$ cat src/rtl/march_pkg.sv
package march_pkg;

  localparam int ELEM_W = 3;
  localparam int OP_W   = 2;

  typedef enum logic [2:0] {
    ALG_MATS   = 3'd0,
    ALG_MATSP  = 3'd1,
    ALG_MATSPP = 3'd2,
    ALG_MX     = 3'd3,
    ALG_MCM    = 3'd4
  } alg_e;

  // one operation: write flag and background value
  typedef struct packed {
    logic wr;
    logic val;
  } mop_t;

  // one march element: direction, index of its last op, ops (index 0 first)
  typedef struct packed {
    logic            down;
    logic [OP_W-1:0] last_op;
    mop_t [2:0]      ops;
  } melem_t;

  localparam mop_t OP_R0 = 2'b00;
  localparam mop_t OP_R1 = 2'b01;
  localparam mop_t OP_W0 = 2'b10;
  localparam mop_t OP_W1 = 2'b11;

  function automatic melem_t mk(input logic dn, input logic [OP_W-1:0] lst,
                                input mop_t o0, input mop_t o1, input mop_t o2);
    melem_t e;
    e.down    = dn;
    e.last_op = lst;
    e.ops     = {o2, o1, o0};
    return e;
  endfunction

  function automatic logic [ELEM_W-1:0] last_elem(input alg_e a);
    case (a)
      ALG_MX:  return 3'd3;
      ALG_MCM: return 3'd5;
      default: return 3'd2;
    endcase
  endfunction

  function automatic melem_t elem_of(input alg_e a, input logic [ELEM_W-1:0] i);
    melem_t e;
    e = mk(1'b0, 2'd0, OP_W0, OP_R0, OP_R0);
    if (i != 3'd0) begin
      case (a)
        ALG_MATS: begin
          if (i == 3'd1) e = mk(1'b0, 2'd1, OP_R0, OP_W1, OP_R0);
          else           e = mk(1'b0, 2'd0, OP_R1, OP_R0, OP_R0);
        end
        ALG_MATSP: begin
          if (i == 3'd1) e = mk(1'b0, 2'd1, OP_R0, OP_W1, OP_R0);
          else           e = mk(1'b1, 2'd1, OP_R1, OP_W0, OP_R0);
        end
        ALG_MATSPP: begin
          if (i == 3'd1) e = mk(1'b0, 2'd1, OP_R0, OP_W1, OP_R0);
          else           e = mk(1'b1, 2'd2, OP_R1, OP_W0, OP_R0);
        end
        ALG_MX: begin
          case (i)
            3'd1:    e = mk(1'b0, 2'd1, OP_R0, OP_W1, OP_R0);
            3'd2:    e = mk(1'b1, 2'd1, OP_R1, OP_W0, OP_R0);
            default: e = mk(1'b0, 2'd0, OP_R0, OP_R0, OP_R0);
          endcase
        end
        default: begin
          case (i)
            3'd1:    e = mk(1'b0, 2'd1, OP_R0, OP_W1, OP_R0);
            3'd2:    e = mk(1'b0, 2'd1, OP_R1, OP_W0, OP_R0);
            3'd3:    e = mk(1'b1, 2'd1, OP_R0, OP_W1, OP_R0);
            3'd4:    e = mk(1'b1, 2'd1, OP_R1, OP_W0, OP_R0);
            default: e = mk(1'b0, 2'd0, OP_R0, OP_R0, OP_R0);
          endcase
        end
      endcase
    end
    return e;
  endfunction

endpackage

$ cat src/rtl/march_addr_gen.sv
module march_addr_gen #(
  parameter int ADDR_W = 6,
  parameter int DEPTH  = 48
) (
  input  logic              clk,
  input  logic              rst_n,
  input  logic              load_i,
  input  logic              down_i,
  input  logic              step_i,
  output logic [ADDR_W-1:0] addr_o,
  output logic              last_o
);
  localparam logic [ADDR_W-1:0] TOP = ADDR_W'(DEPTH - 1);

  logic [ADDR_W-1:0] addr_q;
  logic              down_q;

  always_ff @(posedge clk or negedge rst_n) begin
    if (!rst_n) begin
      addr_q <= '0;
      down_q <= 1'b0;
    end else if (load_i) begin
      down_q <= down_i;
      addr_q <= down_i ? TOP : '0;
    end else if (step_i) begin
      addr_q <= down_q ? addr_q - 1'b1 : addr_q + 1'b1;
    end
  end

  assign addr_o = addr_q;
  assign last_o = down_q ? (addr_q == '0) : (addr_q == TOP);

  // a descending step lowers the address by one
  a_r4_down_step: assert property (@(posedge clk) disable iff (!rst_n)
    (step_i && !load_i && down_q && !last_o) |=> addr_q == $past(addr_q) - 1'b1);
  // an ascending step raises the address by one
  a_r4_up_step: assert property (@(posedge clk) disable iff (!rst_n)
    (step_i && !load_i && !down_q && !last_o) |=> addr_q == $past(addr_q) + 1'b1);
endmodule

$ cat src/rtl/march_seq.sv
module march_seq
  import march_pkg::*;
(
  input  logic              clk,
  input  logic              rst_n,
  input  logic              start_i,
  input  logic [2:0]        alg_sel_i,
  input  logic              addr_last_i,
  output logic              addr_load_o,
  output logic              addr_down_o,
  output logic              addr_step_o,
  output logic              issue_o,
  output mop_t              op_o,
  output logic [ELEM_W-1:0] elem_o,
  output logic [OP_W-1:0]   opidx_o,
  output logic              clear_o,
  output logic              busy_o,
  output logic              done_o
);
  typedef enum logic [1:0] {S_IDLE, S_RUN, S_DRAIN, S_DONE} state_e;

  state_e            state_q;
  alg_e              alg_q;
  logic [ELEM_W-1:0] elem_q;
  logic [OP_W-1:0]   op_q;

  melem_t cur, nxt, first;
  logic   go, run, at_last_op, at_last_elem;

  always_comb begin
    cur          = elem_of(alg_q, elem_q);
    nxt          = elem_of(alg_q, elem_q + 1'b1);
    first        = elem_of(alg_e'(alg_sel_i), '0);
    run          = (state_q == S_RUN);
    go           = start_i && (alg_sel_i <= 3'd4) &&
                   (state_q == S_IDLE || state_q == S_DONE);
    at_last_op   = (op_q == cur.last_op);
    at_last_elem = (elem_q == last_elem(alg_q));
  end

  assign addr_load_o = go || (run && at_last_op && addr_last_i && !at_last_elem);
  assign addr_down_o = go ? first.down : nxt.down;
  assign addr_step_o = run && at_last_op && !addr_last_i;
  assign issue_o     = run;
  assign op_o        = cur.ops[op_q];
  assign elem_o      = elem_q;
  assign opidx_o     = op_q;
  assign clear_o     = go;
  assign busy_o      = (state_q == S_RUN) || (state_q == S_DRAIN);
  assign done_o      = (state_q == S_DONE);

  always_ff @(posedge clk or negedge rst_n) begin
    if (!rst_n) begin
      state_q <= S_IDLE;
      alg_q   <= ALG_MATS;
      elem_q  <= '0;
      op_q    <= '0;
    end else begin
      case (state_q)
        S_RUN: begin
          if (at_last_op) begin
            op_q <= '0;
            if (addr_last_i) begin
              if (at_last_elem) state_q <= S_DRAIN;
              else              elem_q  <= elem_q + 1'b1;
            end
          end else begin
            op_q <= op_q + 1'b1;
          end
        end
        S_DRAIN: state_q <= S_DONE;
        default: begin
          if (go) begin
            alg_q   <= alg_e'(alg_sel_i);
            elem_q  <= '0;
            op_q    <= '0;
            state_q <= S_RUN;
          end
        end
      endcase
    end
  end

  // the element index never passes the algorithm's last element
  a_r2_elem_bound: assert property (@(posedge clk) disable iff (!rst_n)
    issue_o |-> elem_q <= last_elem(alg_q));
  // a start during a run does not change the algorithm
  a_r9_busy_start_ignored: assert property (@(posedge clk) disable iff (!rst_n)
    (state_q == S_RUN && start_i) |=> alg_q == $past(alg_q));
  // an invalid code never begins a run
  a_r3_bad_code_idle: assert property (@(posedge clk) disable iff (!rst_n)
    (state_q == S_IDLE && start_i && alg_sel_i > 3'd4) |=> state_q == S_IDLE);
endmodule

$ cat src/rtl/march_read_chk.sv
module march_read_chk
  import march_pkg::*;
#(
  parameter int ADDR_W = 6,
  parameter int DATA_W = 8,
  parameter int CNT_W  = 8
) (
  input  logic              clk,
  input  logic              rst_n,
  input  logic              clear_i,
  input  logic              rd_i,
  input  logic              exp_i,
  input  logic [ADDR_W-1:0] addr_i,
  input  logic [ELEM_W-1:0] elem_i,
  input  logic [OP_W-1:0]   op_i,
  input  logic [DATA_W-1:0] rdata_i,
  output logic [CNT_W-1:0]  err_count_o,
  output logic              fail_o,
  output logic [ADDR_W-1:0] fail_addr_o,
  output logic [ELEM_W-1:0] fail_elem_o,
  output logic [OP_W-1:0]   fail_op_o
);
  localparam logic [CNT_W-1:0] CNT_MAX = '1;

  logic              pend_q, exp_q;
  logic [ADDR_W-1:0] addr_q;
  logic [ELEM_W-1:0] elem_q;
  logic [OP_W-1:0]   op_q;
  logic              mismatch;

  assign mismatch = pend_q && (rdata_i != {DATA_W{exp_q}});

  // stage one: the read's expected value travels with its address
  always_ff @(posedge clk or negedge rst_n) begin
    if (!rst_n) begin
      pend_q <= 1'b0;
      exp_q  <= 1'b0;
      addr_q <= '0;
      elem_q <= '0;
      op_q   <= '0;
    end else begin
      pend_q <= rd_i && !clear_i;
      if (rd_i) begin
        exp_q  <= exp_i;
        addr_q <= addr_i;
        elem_q <= elem_i;
        op_q   <= op_i;
      end
    end
  end

  // stage two: compare, count, and hold the first failure
  always_ff @(posedge clk or negedge rst_n) begin
    if (!rst_n) begin
      err_count_o <= '0;
      fail_o      <= 1'b0;
      fail_addr_o <= '0;
      fail_elem_o <= '0;
      fail_op_o   <= '0;
    end else if (clear_i) begin
      err_count_o <= '0;
      fail_o      <= 1'b0;
      fail_addr_o <= '0;
      fail_elem_o <= '0;
      fail_op_o   <= '0;
    end else if (mismatch) begin
      if (err_count_o != CNT_MAX) err_count_o <= err_count_o + 1'b1;
      if (!fail_o) begin
        fail_o      <= 1'b1;
        fail_addr_o <= addr_q;
        fail_elem_o <= elem_q;
        fail_op_o   <= op_q;
      end
    end
  end

  // the first-fail fields hold while fail stays set
  a_r7_first_fail_held: assert property (@(posedge clk) disable iff (!rst_n)
    (fail_o && $past(fail_o)) |-> ($stable(fail_addr_o) && $stable(fail_elem_o) &&
                                   $stable(fail_op_o)));
  // the count never falls except on a clear
  a_r6_count_no_drop: assert property (@(posedge clk) disable iff (!rst_n)
    !$past(clear_i) |-> err_count_o >= $past(err_count_o));
  // a saturated count stays saturated until a clear
  a_r6_count_saturates: assert property (@(posedge clk) disable iff (!rst_n)
    (err_count_o == CNT_MAX && !clear_i) |=> err_count_o == CNT_MAX);
  // the count and the fail flag agree
  a_r8_flag_matches_count: assert property (@(posedge clk) disable iff (!rst_n)
    (fail_o == 1'b0) |-> err_count_o == '0);
endmodule

$ cat src/rtl/march_bist.sv
module march_bist
  import march_pkg::*;
#(
  parameter int ADDR_W = 6,
  parameter int DEPTH  = 48,
  parameter int DATA_W = 8,
  parameter int CNT_W  = 8
) (
  input  logic              clk,
  input  logic              rst_n,
  input  logic              start,
  input  logic [2:0]        alg_sel,
  output logic              mem_en,
  output logic              mem_we,
  output logic [ADDR_W-1:0] mem_addr,
  output logic [DATA_W-1:0] mem_wdata,
  input  logic [DATA_W-1:0] mem_rdata,
  output logic              busy,
  output logic              done,
  output logic              fail,
  output logic [CNT_W-1:0]  err_count,
  output logic [ADDR_W-1:0] fail_addr,
  output logic [2:0]        fail_elem,
  output logic [1:0]        fail_op
);
  logic              addr_load, addr_down, addr_step, addr_last;
  logic              issue, clear;
  mop_t              op;
  logic [ELEM_W-1:0] elem;
  logic [OP_W-1:0]   opidx;

  march_seq u_seq (
    .clk         (clk),
    .rst_n       (rst_n),
    .start_i     (start),
    .alg_sel_i   (alg_sel),
    .addr_last_i (addr_last),
    .addr_load_o (addr_load),
    .addr_down_o (addr_down),
    .addr_step_o (addr_step),
    .issue_o     (issue),
    .op_o        (op),
    .elem_o      (elem),
    .opidx_o     (opidx),
    .clear_o     (clear),
    .busy_o      (busy),
    .done_o      (done)
  );

  march_addr_gen #(.ADDR_W(ADDR_W), .DEPTH(DEPTH)) u_addr (
    .clk    (clk),
    .rst_n  (rst_n),
    .load_i (addr_load),
    .down_i (addr_down),
    .step_i (addr_step),
    .addr_o (mem_addr),
    .last_o (addr_last)
  );

  march_read_chk #(.ADDR_W(ADDR_W), .DATA_W(DATA_W), .CNT_W(CNT_W)) u_chk (
    .clk         (clk),
    .rst_n       (rst_n),
    .clear_i     (clear),
    .rd_i        (issue && !op.wr),
    .exp_i       (op.val),
    .addr_i      (mem_addr),
    .elem_i      (elem),
    .op_i        (opidx),
    .rdata_i     (mem_rdata),
    .err_count_o (err_count),
    .fail_o      (fail),
    .fail_addr_o (fail_addr),
    .fail_elem_o (fail_elem),
    .fail_op_o   (fail_op)
  );

  assign mem_en    = issue;
  assign mem_we    = issue && op.wr;
  assign mem_wdata = {DATA_W{op.val}};

  // every issued address lies inside the RAM
  a_r4_addr_in_range: assert property (@(posedge clk) disable iff (!rst_n)
    mem_en |-> int'(mem_addr) < DEPTH);
  // no RAM traffic while results are presented
  a_r9_done_quiet: assert property (@(posedge clk) disable iff (!rst_n)
    done |-> !mem_en && !busy);
endmodule

$ cat config.mk
export PLATFORM = sky130hd
export DESIGN_NAME = march_bist
export DESIGN_NICKNAME = d
export VERILOG_FILES = /design/src/rtl/march_pkg.sv /design/src/rtl/march_addr_gen.sv /design/src/rtl/march_seq.sv /design/src/rtl/march_read_chk.sv /design/src/rtl/march_bist.sv
export SDC_FILE = /design/constraint.sdc
export NUM_CORES = 1
export LEC_CHECK = 0
export ABC_AREA = 1
export BUFFER_PORTS_ARGS = -buffer_cell sky130_fd_sc_hd__buf_2
export CAP_MARGIN = 20
export CORE_ASPECT_RATIO = 0.7
export CORE_MARGIN = 4
export CORE_UTILIZATION = 55
export CTS_CLUSTER_SIZE = 25
export DETAILED_ROUTE_END_ITERATION = 6
export GPL_TIMING_DRIVEN = 0
export PLACE_DENSITY = 0.78
export SYNTH_ARGS = -nofsm -noshare
export SYNTH_HDL_FRONTEND = slang
export SYNTH_SLANG_ARGS = --single-unit
export TNS_END_PERCENT = 50
$ cat constraint.sdc
create_clock -name clk -period 4.2 [get_ports clk]
set_input_delay 0.84 -clock clk [delete_from_list [all_inputs] [get_ports clk]]
set_output_delay 0.84 -clock clk [all_outputs]
set_load 0.05 [all_outputs]
==> results of run 1 <==
[per-stage QoR]
stage               std cells  hold slack (ns)  util (%)  power, mW  worst slack, ns
floorplan                 388            0.443         -       1.58             1.30
global placement          511            0.448      64.2       1.81             1.11
detailed placement        512            0.455      64.6       1.84             1.06
CTS                       520            0.425      66.7       2.20            0.697
global route              520            0.426      66.7       2.34            0.429
finish                    520            0.416      66.7       2.19            0.668
[state kept, by name (all words and copies together) (netlist names), 3 cells and up]
name / count
u_chk.err_count_o: 8
u_addr.addr_o: 6
u_chk.elem_q: 3
u_seq.elem_o: 3
u_chk.fail_elem_o: 3
u_chk.addr_q: 6
u_seq.alg_q: 3
u_chk.fail_addr_o: 6
[power groups by stage]
stage	Combinational [mW]	Sequential [mW]	Clock, mW
3_3_place_gp	1.13	0.681	0
6_report	1.17	0.677	0.350
4_1_cts	1.16	0.675	0.358
3_5_place_dp	1.16	0.684	0
2_1_floorplan	0.796	0.783	0
5_1_grt	1.27	0.693	0.382
[logic make-up after synthesis]
logic type                 count (synthesis)  share of synthesized area [%]
xor gates and xnor gates                  10                           3.45
buffers and inverters                     48                           7.23
AOI/OAI and AO/OA                         40                           7.67
adders and majority gates                 17                           7.15
DFF                                       50                           40.6
and+or+nand+nor                          223                           33.9
[area by class of cell]
type | instances | share of cell area (%)
buffer | 17 | 2.98
inverter | 31 | 3.27
clock buffer | 5 | 1.93
multi-input combinational | 290 | 45.1
clock inverter | 3 | 1.33
timing repair buffer | 52 | 7.72
sequential | 50 | 35.1
tap | 72 | 2.53
[synth_stat cells, drive strengths merged]
master / n / area, sq um
a21oi: 12 / 63.8
a31oi: 1 / 12.5
buf: 13 / 91.3
clkbuf: 4 / 15.0
clkinv: 1 / 3.75
dfrtp: 50 / 1250
fa: 1 / 20.0
ha: 16 / 200
inv: 30 / 113
nand2: 121 / 467
nand3: 50 / 283
nand3b: 5 / 37.5
nand4: 11 / 90.1
nor2: 30 / 135
nor3: 4 / 20.0
nor4: 1 / 6.26
o211ai: 1 / 7.51
o21ai: 26 / 153
or2: 1 / 6.26
xnor2: 2 / 17.5
xor2: 8 / 88.8
[critical path, stage by stage, from the launching register on]
cell and delay [ns]:
dfrtp_1 0.47, inv_1 0.18, ha_1 0.28, nand2_1 0.14
inv_1 0.08, nor2_1 0.12, o211ai_1 0.11, a21oi_1 0.53
buf_4 0.21, buf_2 0.25
[worst min-delay path by stage]
stage	start	end	slack, ns	depth (start not counted)
detailed placement	u_chk.fail_op_o[0]$_DFFE_PN0P_	u_chk.fail_op_o[0]$_DFFE_PN0P_	0.45	2
global placement	u_chk.fail_addr_o[3]$_DFFE_PN0P_	u_chk.fail_addr_o[3]$_DFFE_PN0P_	0.45	2
floorplan	u_chk.addr_q[2]$_DFFE_PN0P_	u_chk.addr_q[2]$_DFFE_PN0P_	0.44	2
CTS	rst_n	u_chk.fail_addr_o[4]$_DFFE_PN0P_	0.42	1
global route	rst_n	u_chk.fail_addr_o[4]$_DFFE_PN0P_	0.43	1
finish	rst_n	u_chk.fail_addr_o[4]$_DFFE_PN0P_	0.42	1
[metal layers]
metal,routed length [um],vias up
li1,-,1381
met1,3460,1277
met2,3050,81
met3,412,10
met4,98,0
met5,0,-
==> results_dict.tcl, run 1 <==
set metrics [dict create \
    status "finished, final reports clean" \
    powerDensity_mw_per_mm2 616 \
    grt_max_degree 37 \
    final-setup-viol-count 0 \
    slew_headroom_pct 57.0 \
    num_antenna_cells 0 \
    path_max_fanout 9 \
    hp-class "in -> async" \
    critical_path.endpoint "mem_wdata[1]" \
    crit_path_start_kind "flip-flop" \
    min_period_over_period_pct 84.1 \
    route.vias.total 2749 \
    clkLatencyLatePin_ns 0.31 \
    wire_per_inst_um 13.5 \
    p_clk_share_pct 16.0 \
    fp.dieW_um 97.5 \
    maxCapViolations 0 \
    cts_tree "built" \
    cts_sinks 50 \
    r2r_start "u_seq.state_q[0]$_DFFE_PN0P_" \
    r2r_cells 9 \
    yosys_register_bits 50 \
    endpoint_kind "output pin" \
    cts_buffer_depth 2 \
    final_hold_viol_count 0 \
    leakage_nw 1.99 \
    synth_nets 419 \
    cp_data_required_time_ns 3.36 \
    final_cell_area_sq_mm 0.00356 \
    die_y_um 70.6 \
    p_sw_mw 1.11 \
    critPathArrivalTime_ns 2.69 \
    startpoint "u_seq.elem_o[0]$_DFFE_PN0P_" \
    firstDrtPassIters 5 \
    dpl_cell_area_sq_mm 0.00345 \
    cts-htree-levels 2 \
    root_buffer "clkbuf_8" \
    p_sw_share_pct 50.8 \
    timing.setup.tns_ns 0 \
    viasPerCell 5.29 \
    ios 52 \
    seqPwrFrac_pct 30.9 \
    yosysWarnings 0 \
    antenna_found_initial 0 \
    nFillCells 465 \
    fin_crit_ns 3.53 \
    drt-initial-drc-count 118 \
    final_cell_mix "nand2_1, buf_2, dfrtp_1" \
    final_nets 478 \
    wirelength_um 7010 \
    maxSlewViolCount 0 \
    irDropWorstVdd_uv 462 \
    grt_pass1_wl_um 12100 \
    internal_power_mw 1.08 \
    multiInputGateArea_sq_mm 0.00161 \
    hold_buffers 0 \
    rsz0062_at_grt "no" \
    dpl.hpwl_um 5420 \
    gp_congestion 0.892 \
    seq_area_frac_synth_pct 40.6 \
    rrSetupSlack_ns 1.81 \
    path_clk_slew_ns 0.10 \
    drcViolationCount 0 \
    cts_resized 0 \
    met1_usage_pct 30.4 \
    top_usage_layer "met2" \
    use_met3_pct 4.83 \
    synthDistinctLibCells 35 \
    path_class "reg -> out" \
    start_util_pct 57.7 \
    core_sq_mm 0.00534 \
    p_comb_share_pct 53.1 \
    layout-drive-gt1-share_pct 22.8 \
    area.growth.synth_to_final_pct 15.6 \
    r2r-end "u_addr.addr_o[0]$_DFFE_PN0P_" \
    fin_skew_ns 0.00648 \
    io_buffers 51 \
    final_common_cell "nand2_1" \
    ant_nets 0 \
    track_usage_pct 21.4 \
    syn_area_sq_mm 0.00308 \
    row_count 22 \
    met2_usage_pct 33.0 \
    numCtsBuffers 5 \
    grt-ovfl-total 0 \
    synth_cells 388 \
    post_cts_buffers 0 \
    dieArea_sq_mm 0.00688 \
    register_area_sq_mm 0.00125 \
    fmax_mhz 283 \
    worst_slew_pin_slew_ns 0.645 \
    syn_area_per_cell_sq_um 7.94 \
    grt_pass1_vias 2620 \
]
No activity file was read; power rests on OpenSTA's default activity.
==> run 2, diff against run 1 <==
--- a/config.mk
+++ b/config.mk
@@ -5,16 +5,16 @@
 export SDC_FILE = /design/constraint.sdc
 export NUM_CORES = 1
 export LEC_CHECK = 0
-export ABC_AREA = 1
+export ABC_AREA = 0
 export BUFFER_PORTS_ARGS = -buffer_cell sky130_fd_sc_hd__buf_2
 export CAP_MARGIN = 20
 export CORE_ASPECT_RATIO = 0.7
 export CORE_MARGIN = 4
-export CORE_UTILIZATION = 55
+export CORE_UTILIZATION = 51
 export CTS_CLUSTER_SIZE = 25
 export DETAILED_ROUTE_END_ITERATION = 6
 export GPL_TIMING_DRIVEN = 0
-export PLACE_DENSITY = 0.78
+export PLACE_DENSITY = 0.76
 export SYNTH_ARGS = -nofsm -noshare
 export SYNTH_HDL_FRONTEND = slang
 export SYNTH_SLANG_ARGS = --single-unit
==> constraint.sdc (replaced) <==
create_clock -name clk -period 3 [get_ports clk]
set_input_delay 0.6 -clock clk [delete_from_list [all_inputs] [get_ports clk]]
set_output_delay 0.6 -clock clk [all_outputs]
set_load 0.05 [all_outputs]
==> run 2 against run 1 <==
  * Worst setup slack worse by 0.59 ns
  * Core utilization is 3.6 points lower
  * Area after synthesis hardly changed
  * Critical path depth is 1 lower
  * Clock-buffer cell count stayed put
==> results_dict.tcl, run 2 <==
set metrics [dict create \
    viasPerCell 5.77 \
    grt_pass1_wl_um 11900 \
    numCtsBuffers 5 \
    hp-class "in -> async" \
    regMostFlops "u_chk.err_count_o" \
    ant_nets 0 \
    antenna_found_initial 0 \
    core_sq_mm 0.00578 \
    powerDensity_mw_per_mm2 929 \
    synth_cells 308 \
    synth_most_common_cell "dfrtp_1" \
    ios 52 \
    io_buffers 51 \
    min_period_over_period_pct 97.4 \
    crit_top_cell "ha_1" \
    cp_data_required_time_ns 2.40 \
    fp.dieW_um 101 \
    yosysTopAreaCellShare_pct 40.6 \
    r2r_start "u_seq.elem_o[0]$_DFFE_PN0P_" \
    synth_nets 339 \
    die_y_um 73.0 \
    area.growth.synth_to_final_pct 18.5 \
    num_antenna_cells 0 \
    dpl.hpwl_um 5580 \
    grt_max_degree 51 \
    status "finished, final reports clean" \
    crit_family "compound AO/OA/AOI/OAI gates" \
    fin_crit_ns 2.92 \
    synth_ff_type "dfrtp_1" \
    cts-htree-levels 2 \
    syn_area_sq_mm 0.00308 \
    clkLatencyLatePin_ns 0.30 \
    nFillCells 471 \
    async_reset_ff_share_pct 100 \
    cts_sinks 50 \
    yosys_register_bits 50 \
    drt-initial-drc-count 89 \
    post-place-cells 434 \
    leakage_nw 1.76 \
    final_hold_viol_count 0 \
    grt-ovfl-total 0 \
    multiInputGateArea_sq_mm 0.00170 \
    syn_area_per_cell_sq_um 10.0 \
    route.vias.total 2590 \
    crit_chain "buf_4 > ha_1 > ha_1 > o41ai_4 > a31oi_1 > a21oi_2 > nor3b_2 > buf_2" \
    final_cell_mix "dfrtp_1, buf_2, nand2_1" \
    path_buf_inv 2 \
    grt_pass1_vias 2408 \
    maxCapViolations 0 \
    yosys.area.top_type "dfrtp_1" \
    top_layer_used "met4" \
    hold_buffers 0 \
    slew_headroom_pct 63.3 \
    startpoint "u_seq.elem_o[0]$_DFFE_PN0P_" \
    total_power_mw 3.39 \
    track_usage_pct 20.0 \
    dieArea_sq_mm 0.00736 \
    gp_congestion 0.862 \
    synthDistinctLibCells 67 \
    synth_edf_count 0 \
    wl_met2_um 3250 \
    yosysWarnings 0 \
    rsz0062_at_grt "yes" \
    ys_top_cells_by_count "dfrtp_1, nand2_1, nor2_1" \
    critPathArrivalTime_ns 2.32 \
    wl_met1_um 3400 \
    irDropWorstVdd_uv 639 \
    fin_util_pct 63.1 \
    path_class "reg -> out" \
    fmax_mhz 342 \
    cpMaxStageDelayCell "dfrtp_2" \
    stdcell_count 449 \
    cts_tree "built" \
    cts_buffer_depth 2 \
    largest_reg_flops 8 \
    seq_area_frac_synth_pct 40.6 \
    final_nets 404 \
    endpoint_kind "output pin" \
    worst_slew_pin_slew_ns 0.551 \
    path_clk_slew_ns 0.10 \
    start_util_pct 53.2 \
    firstDrtPassIters 4 \
    final_common_cell "dfrtp_1" \
    holdWs_ns 0.167 \
    crit_path_start_kind "flip-flop" \
    maxSlewViolCount 0 \
    final-setup-viol-count 0 \
    row_count 23 \
    drcViolationCount 0 \
    layout-drive-gt1-share_pct 32.1 \
    wire_per_inst_um 16.2 \
    root_buffer "clkbuf_8" \
    critPathMaxStageDelay_ns 0.46 \
    dr_wl_met3_um 582 \
    wirelength_um 7280 \
    fin_skew_ns 0.00955 \
    synth_area_leaders "dfrtp_1, ha_1, mux2_2" \
    path_max_fanout 5 \
    register_area_sq_mm 0.00125 \
]
-- run 2: cell type report --
| type | instances | share of cell area (%) |
|---|---|---|
| Multi-Input combinational cell | 222 | 46.6 |
| Clock buffer | 5 | 1.89 |
| Clock inverter | 3 | 0.686 |
| Inverter | 15 | 1.54 |
| Tap cell | 75 | 2.57 |
| Sequential cell | 50 | 34.4 |
| Buffer | 22 | 3.26 |
| Timing Repair Buffer | 57 | 9.12 |
-- run 2: cell families (layout without fill, tap and decap cells) --
logic type | after synthesis | in the layout | share of synthesized area [%]
adders and majority gates | 17 | 17 | 7.15
muxes | 17 | 17 | 6.42
and+or+nand+nor | 98 | 99 | 16.6
buffers and inverters | 37 | 102 | 5.65
DFF | 50 | 50 | 40.6
AOI/OAI and AO/OA | 78 | 78 | 20.4
xor gates and xnor gates | 11 | 11 | 3.13
-- run 2: layer usage --
layer  vias up  global-route usage [%]
met1      1243                    30.0
met3         4                    3.92
met2        89                    30.3
li1       1254                       -
met5         -                       0
met4         0                    3.89
-- run 2: power breakdown --
group | internal (mW) | switching, mW | total (mW) | leakage [nW]
clock network | 0.169 | 0.229 | 0.398 | 0.0447
registers | 0.838 | 0.204 | 1.04 | 0.663
logic | 0.694 | 1.26 | 1.95 | 1.05
total | 1.70 | 1.69 | 3.39 | 1.76
-- run 2: path summary, 6_finish.rpt --
path	to	slack, ns	cells past startpoint
max reg2reg	u_chk.addr_q[3]$_DFFE_PN0P_	0.44	9
min reg2reg	u_chk.fail_elem_o[1]$_DFFE_PN0P_	0.50	1
max in group asynchronous	u_seq.elem_o[0]$_DFFE_PN0P_	2.34	2
min in group clk	u_chk.fail_elem_o[1]$_DFFE_PN0P_	0.50	1
min	u_chk.fail_addr_o[0]$_DFFE_PN0P_	0.17	1
max	mem_we	0.08	8
-- run 2: timing repair --
action                                 in CTS  in global routing
resized for setup                          14                  8
setup endpoints to repair                   9                  9
cloned                                      0                  1
pin swaps                                   0                  3
buffers inserted                            2                  3
endpoints found under the hold margin       0                  0
-- run 2: metrics by stage --
stage / setup WS [ns] / cell area (sq um) / TNS (ns)
floorplan: 0.119 / 3080 / 0
global placement: -0.0000995 / 3430 / -0.0000995
detailed placement: -0.0423 / 3430 / -0.311
CTS: 0.0296 / 3580 / 0
global route: -0.0496 / 3650 / -0.0496
finish: 0.0776 / 3650 / 0
==> run 3, diff against run 2 <==
--- a/config.mk
+++ b/config.mk
@@ -15,6 +15,7 @@
 export DETAILED_ROUTE_END_ITERATION = 6
 export GPL_TIMING_DRIVEN = 0
 export PLACE_DENSITY = 0.76
+export SETUP_SLACK_MARGIN = 0.4
 export SYNTH_ARGS = -nofsm -noshare
 export SYNTH_HDL_FRONTEND = slang
 export SYNTH_SLANG_ARGS = --single-unit
==> run 3 against run 2 <==
  * Die area stayed put
  * Global-route usage is 1.1 points higher
  * Clock power is 41% higher
  * Sequential cell count stayed put
  * Worst setup slack better by 0.085 ns
  * Non-clock buffer count is 5 higher
  * Total power is 9.4% higher
  * Critical path type unchanged
==> results_dict.tcl, run 3 (synthesized netlist as in run 2, its figures left out) <==
set metrics [dict create \
    firstDrtPassIters 5 \
    wirelength_um 7480 \
    area.growth.synth_to_final_pct 25.9 \
    r2r-end "u_chk.addr_q[5]$_DFFE_PN0P_" \
    final-setup-viol-count 0 \
    cp_data_required_time_ns 2.40 \
    hold_buffers 0 \
    io_buffers 51 \
    maxCapViolations 0 \
    regMostFlops "u_chk.err_count_o" \
    fp.dieW_um 101 \
    critPathArrivalTime_ns 2.24 \
    start_util_pct 53.2 \
    timing.setup.tns_ns 0 \
    grt-ovfl-total 0 \
    route.vias.total 2607 \
    holdWs_ns 0.281 \
    die_y_um 73.0 \
    dpl.hpwl_um 5490 \
    rsz0062_at_grt "yes" \
    core_sq_mm 0.00578 \
    num_antenna_cells 0 \
    grt_max_degree 51 \
    numCtsBuffers 5 \
    fin_crit_ns 2.84 \
    cts_sinks 50 \
    wire_per_inst_um 16.5 \
    path_clk_slew_ns 0.10 \
    ios 52 \
    min_period_over_period_pct 94.6 \
    grt_pass1_wl_um 12300 \
    final_hold_viol_count 0 \
    final_nets 409 \
    largest_reg_flops 8 \
    fin_skew_ns 0.00805 \
    status "finished, final reports clean" \
    cpMaxStageDelayCell "dfrtp_2" \
    final_cell_mix "dfrtp_1, buf_2, nand2_1" \
    fmax_mhz 352 \
    maxSlewViolCount 0 \
    leakage_nw 1.83 \
    drcViolationCount 0 \
    drt-initial-drc-count 196 \
    dp_slack_ns -0.0450 \
    root_buffer "clkbuf_8" \
    path_class "reg -> out" \
    final_common_cell "dfrtp_1" \
    grt_pass1_vias 2489 \
    worst_slew_pin_slew_ns 0.611 \
    slew_headroom_pct 59.2 \
    critPathMaxStageDelay_ns 0.48 \
    hp-class "in -> async" \
    antenna_found_initial 0 \
    crit_chain "inv_4 > ha_4 > a211o_4 > o21ai_2 > a222oi_1 > o22a_2 > nor2_4 > buf_6 > buf_8" \
    ant_nets 0 \
    rrSetupSlack_ns 0.33 \
    cts_buffer_depth 2 \
    dieArea_sq_mm 0.00736 \
    irDropWorstVdd_uv 683 \
    crit_path_start_kind "flip-flop" \
    r2r_cells 12 \
    fin_util_pct 67.0 \
    gp_congestion 0.853 \
    path_max_fanout 5 \
    row_count 23 \
    cts-htree-levels 2 \
    layout-drive-gt1-share_pct 34.6 \
    finalWorstSetupSlack_ns 0.163 \
    powerDensity_mw_per_mm2 957 \
    endpoint_kind "output pin" \
    viasPerCell 5.74 \
    r2r_start "u_seq.elem_o[1]$_DFFE_PN0P_" \
    clkLatencyLatePin_ns 0.31 \
    track_usage_pct 21.1 \
    cts_tree "built" \
]
[run 3: cell types whose count changed in the layout (fill, tap and decap cells not counted), moves of 3 or more]
cell	change
buf_2	-3
buf_4	-7
buf_6	+8
buf_8	+6
[run 3: cell type report]
type | count | area, sq um
Clock buffer | 5 | 68.8
Buffer | 22 | 144
Tap cell | 75 | 93.8
Clock inverter | 3 | 68.8
Sequential cell | 50 | 1250
Inverter | 15 | 61.3
Multi-Input combinational cell | 222 | 1760
Fill cell | 455 | 1910
Timing Repair Buffer | 62 | 429
[run 3: repair_timing]
| action | in CTS | in global routing |
|---|---|---|
| endpoints found under the setup margin | 32 | 27 |
| resized for setup | 42 | 14 |
| gates cloned | 1 | 0 |
| pin swaps | 6 | 6 |
| setup buffers | 9 | 1 |
[run 3: metrics by stage]
step / instance area, sq um / cells / total power [mW]
after floorplan: 3090 / 308 / 2.48
after global placement: 3440 / 434 / 2.87
after detailed placement: 3440 / 434 / 2.92
after CTS: 3790 / 452 / 3.63
after global routing: 3880 / 454 / 3.95
final: 3880 / 454 / 3.71
[run 3: layer usage]
| layer | GRT usage, % | routed length (um) |
|---|---|---|
| met3 | 5.25 | 525 |
| met4 | 4.93 | 65 |
| met2 | 32.2 | 3390 |
| met1 | 30.3 | 3500 |
| met5 | 0 | 0 |
[run 3: how the worst max path moves through the flow]
stage,startpoint,cells past startpoint,slack [ns],to
2_1_floorplan,u_seq.state_q[1]$_DFFE_PN0P_,5,0.44,mem_we
3_3_place_gp,u_seq.elem_o[1]$_DFFE_PN0P_,9,0.01,mem_wdata[5]
3_5_place_dp,u_seq.elem_o[1]$_DFFE_PN0P_,9,-0.05,mem_wdata[1]
4_1_cts,u_seq.elem_o[1]$_DFFE_PN0P_,9,0.22,mem_wdata[7]
5_1_grt,u_seq.elem_o[1]$_DFFE_PN0P_,9,0.10,mem_wdata[6]
6_report,u_seq.elem_o[1]$_DFFE_PN0P_,9,0.16,mem_wdata[1]
[run 3: critical path: cells and delay by family (launching register included)]
family | cells | cell delay, ns
compound gates | 4 | 0.82
flops | 1 | 0.48
buf+inv | 3 | 0.41
fa+ha+maj | 1 | 0.14
simple gates | 1 | 0.08
[run 3: report_power, final]
| group | switching, mW | internal [mW] |
|---|---|---|
| sequential | 0.205 | 0.838 |
| combinational | 1.30 | 0.807 |
| clock | 0.229 | 0.334 |
